==> src/rtl/cnt_byte_bridge.sv <==
module cnt_byte_bridge #(
  parameter int BW = 8
) (
  input  logic            clk,
  input  logic            rst_n,
  input  logic [BW-1:0]   wdata,
  input  logic            wr_hi,
  input  logic            wr_lo,
  input  logic            rd_hi,
  input  logic            rd_lo,
  output logic [BW-1:0]   rdata,
  input  logic [2*BW-1:0] cnt_val,
  output logic            ld_en,
  output logic [2*BW-1:0] ld_val
);
  localparam int CW = 2 * BW;

  logic [BW-1:0] wr_shadow;
  logic [BW-1:0] rd_shadow;

  always_ff @(posedge clk) begin
    if (!rst_n)     wr_shadow <= '0;
    else if (wr_hi) wr_shadow <= wdata;
  end

  always_ff @(posedge clk) begin
    if (!rst_n)     rd_shadow <= '0;
    else if (rd_lo) rd_shadow <= cnt_val[CW-1:BW];
  end

  assign ld_en  = wr_lo;
  assign ld_val = {wr_shadow, wdata};
  assign rdata  = rd_lo ? cnt_val[BW-1:0] :
                  rd_hi ? rd_shadow       : '0;
endmodule

==> config.mk <==
export PLATFORM = sky130hd
export DESIGN_NAME = cnt_byte_bridge
export DESIGN_NICKNAME = d
export VERILOG_FILES = /design/src/rtl/cnt_byte_bridge.sv
export SDC_FILE = /design/constraint.sdc
export NUM_CORES = 1
export LEC_CHECK = 0
export ABC_AREA = 1
export ABC_CLOCK_PERIOD_IN_PS = 800
export CAP_MARGIN = 15
export CORE_MARGIN = 2
export CORE_UTILIZATION = 30
export DETAILED_ROUTE_END_ITERATION = 12
export DONT_BUFFER_PORTS = 1
export HOLD_SLACK_MARGIN = 0.12
export PLACE_DENSITY = 0.43
export SLEW_MARGIN = 20
export SYNTH_ARGS = -nofsm -noshare
export SYNTH_HDL_FRONTEND = slang
export SYNTH_SLANG_ARGS = --single-unit
==> constraint.sdc <==
create_clock -name clk -period 0.8 [get_ports clk]
set_input_delay 0.08 -clock clk [delete_from_list [all_inputs] [get_ports clk]]
set_output_delay 0.08 -clock clk [all_outputs]
set_load 0.05 [all_outputs]
==> results.txt <==
status - finished, violations left
failing checks - hold timing, setup timing
commonest non-fill, non-tap cell in the layout - nand2_1
R2R Setup Slk - 0.13 ns
Leak - 0.483 nW
Root Buffer - clkbuf_4
GRT Total Usage - 13.6%
Yosys cell types - 14
non-filler instance count after layout - 154
CP top delay family - flip-flops
worst clock skew - 0 ns
Worst Path Arrival - 0.88 ns
Reg2Reg Launch Point - rd_shadow[6]
multi-input logic area - 413 um^2
PD cells - 1660 nW/um^2
area delta synth->final - 52.0%
n_diodes - 0
RSZ-0062 raised after global routing - yes
worst hold endpoint - rd_shadow[7]
Period Utilization, post-route - 120%
Max VDD drop - 0.000804 V
RD Place Congestion - 0.578
Net Count, Synth - 134
worst setup path startpoint - rd_shadow[5]
final setup vio count - 16
residual DRC count - 0
Placed Cells - 129
Slew Limit Headroom - 78.4%
vias after detailed routing - 728
final WL - 1890 um
port buffer count - 0
CTS tree - done
Worst Slack Setup Final - -0.159 ns
Register Area - 340 um^2
DIE HEIGHT - 54.5 um
GRT overflow - 0
share of layout cells above drive strength 1 - 43.5%
number of antenna violations at the first check in global routing - 0
row cnt - 18
min-delay src - rd_lo
Util after Layout - 47.3%
critical path cell sequence - nand3_2 > nand2_4
die width - 54.5 um
Fin. Hold Viols - 8
worst-path fanout max - 2
CP endpoint kind - primary output
reg2reg end - rd_shadow[6]
H-tree depth - 1
worst hold margin - -0.0436 ns
post-synthesis sequential area ratio - 41.9%
first-pass GRT wire length - 2820 um
Max clock buf depth - 2
hold depth - 2
core box area - 2450 um^2
Detailed Place HPWL - 1220 um
vias in the first global route - 699
Slew Limit Fails - 0
average vias per placed instance - 4.73
CTS Hold Bufs - 18
CP Launch Type - flop
TritonCTS buffer count - 3
largest net degree at the start of global routing - 18
R2R cell count - 3
# fillers - 262
clock sinks - 16
Initial Utilization - 31.1%
clock slew at reported path FFs - 0.10 ns
post-synthesis average cell area - 7.35 um^2
most frequent cells in the layout - nand2_1 (22), nor2_1 (16), dlygate4sd3_1 (16), dfxtp_2 (16)
DR WL/cell - 12.3 um
Worst path max stage delay - 0.35 ns
Slew @ Worst Pin - 0.324 ns
Hold Path Class - in -> reg
Syn Inst Count - 104
post-route ant nets - 0
I/O pins - 55
Peak Freq - 1040 MHz
Crit Path Class - reg -> out
max cap viols - 0
setup TNS - -1.65 ns
register bit total from synthesis - 16
Tmin final - 0.959 ns
number of DRC markers in iteration 0 - 2
Power Total - 1.93 mW
buffers plus inverters on the worst setup path - 0
DIE AREA - 2970 um^2
Critical Path RT - 0.72 ns
Clk Latency, worst-skew pair - 0.28 ns
Slowest-stage cell, CP - dfxtp_2
synthesized cell area - 764 um^2
First-pass DRT Iterations - 2
fin nets - 155
Syn. warnings - 0
routing by layer:
layer / routed length (um) / vias to the layer above / track usage (%)
met3: 159 / 2 / 3.83
met2: 982 / 36 / 26.7
met1: 735 / 324 / 12.2
li1: - / 366 / -
met5: 0 / - / 0
met4: 15 / 0 / 7.50
state kept, by name, indices dropped and copies added (netlist names):
name,cells
rd_shadow,8
wr_shadow,8
cells by family after synthesis:
| group | share of synthesized area [%] |
|---|---|
| AOI/OAI and AO/OA | 11.5 |
| and+or+nand+nor | 29.5 |
| buffers and inverters | 17.2 |
| DFF | 41.9 |
power breakdown:
part | internal [mW] | switching (mW) | leakage (nW) | total [mW]
combinational | 0.200 | 0.319 | 0.325 | 0.519
clock | 0.277 | 0.245 | 0.0210 | 0.522
sequential | 0.856 | 0.0365 | 0.138 | 0.893
worst max path at each step:
stage,cells after the start,slack (ns),to
after floorplan,5,0.05,rdata[0]
after global placement,2,0.08,rdata[1]
after detailed placement,2,0.08,rdata[6]
after CTS,2,-0.18,rdata[0]
after global routing,2,-0.21,rdata[0]
final,2,-0.16,rdata[5]
stage by stage:
step,cell area [um^2],hold WS (ns),worst slack (ns)
6_report,1160,-0.0436,-0.159
5_1_grt,1160,-0.0558,-0.213
4_1_cts,1140,-0.0618,-0.176
3_5_place_dp,779,0.160,0.0753
3_3_place_gp,779,0.160,0.0836
2_1_floorplan,795,0.208,0.0508
synthesized netlist by cell type:
master    instances  area [um^2]
a21oi_2           2         17.5
dfxtp_1          16          320
buf_8             2         30.0
buf_6             1         11.3
inv_8             1         11.3
clkbuf_1          1         3.75
nand2_2           2         12.5
a21oi_1           6         30.0
o21ai_0           8         40.0
nand2_1          30          113
nand3_1           8         40.0
nor2_1           16         60.1
buf_4             9         67.6
inv_2             2         7.51
repair_timing:
action	4_1_cts	5_1_grt
setup buffers	3	0
setup endpoints to repair	16	32
pin swaps	8	8
resized for setup	33	6
hold endpoints to repair	16	8
area by class of cell:
type / instances / share of cell area, %
clock buffer: 4 / 3.12
sequential: 16 / 29.3
multi-input combinational: 72 / 35.5
tap: 30 / 3.23
timing repair buffer: 29 / 27.2
inverter: 3 / 1.61
Power figures use the tool's default switching activity.
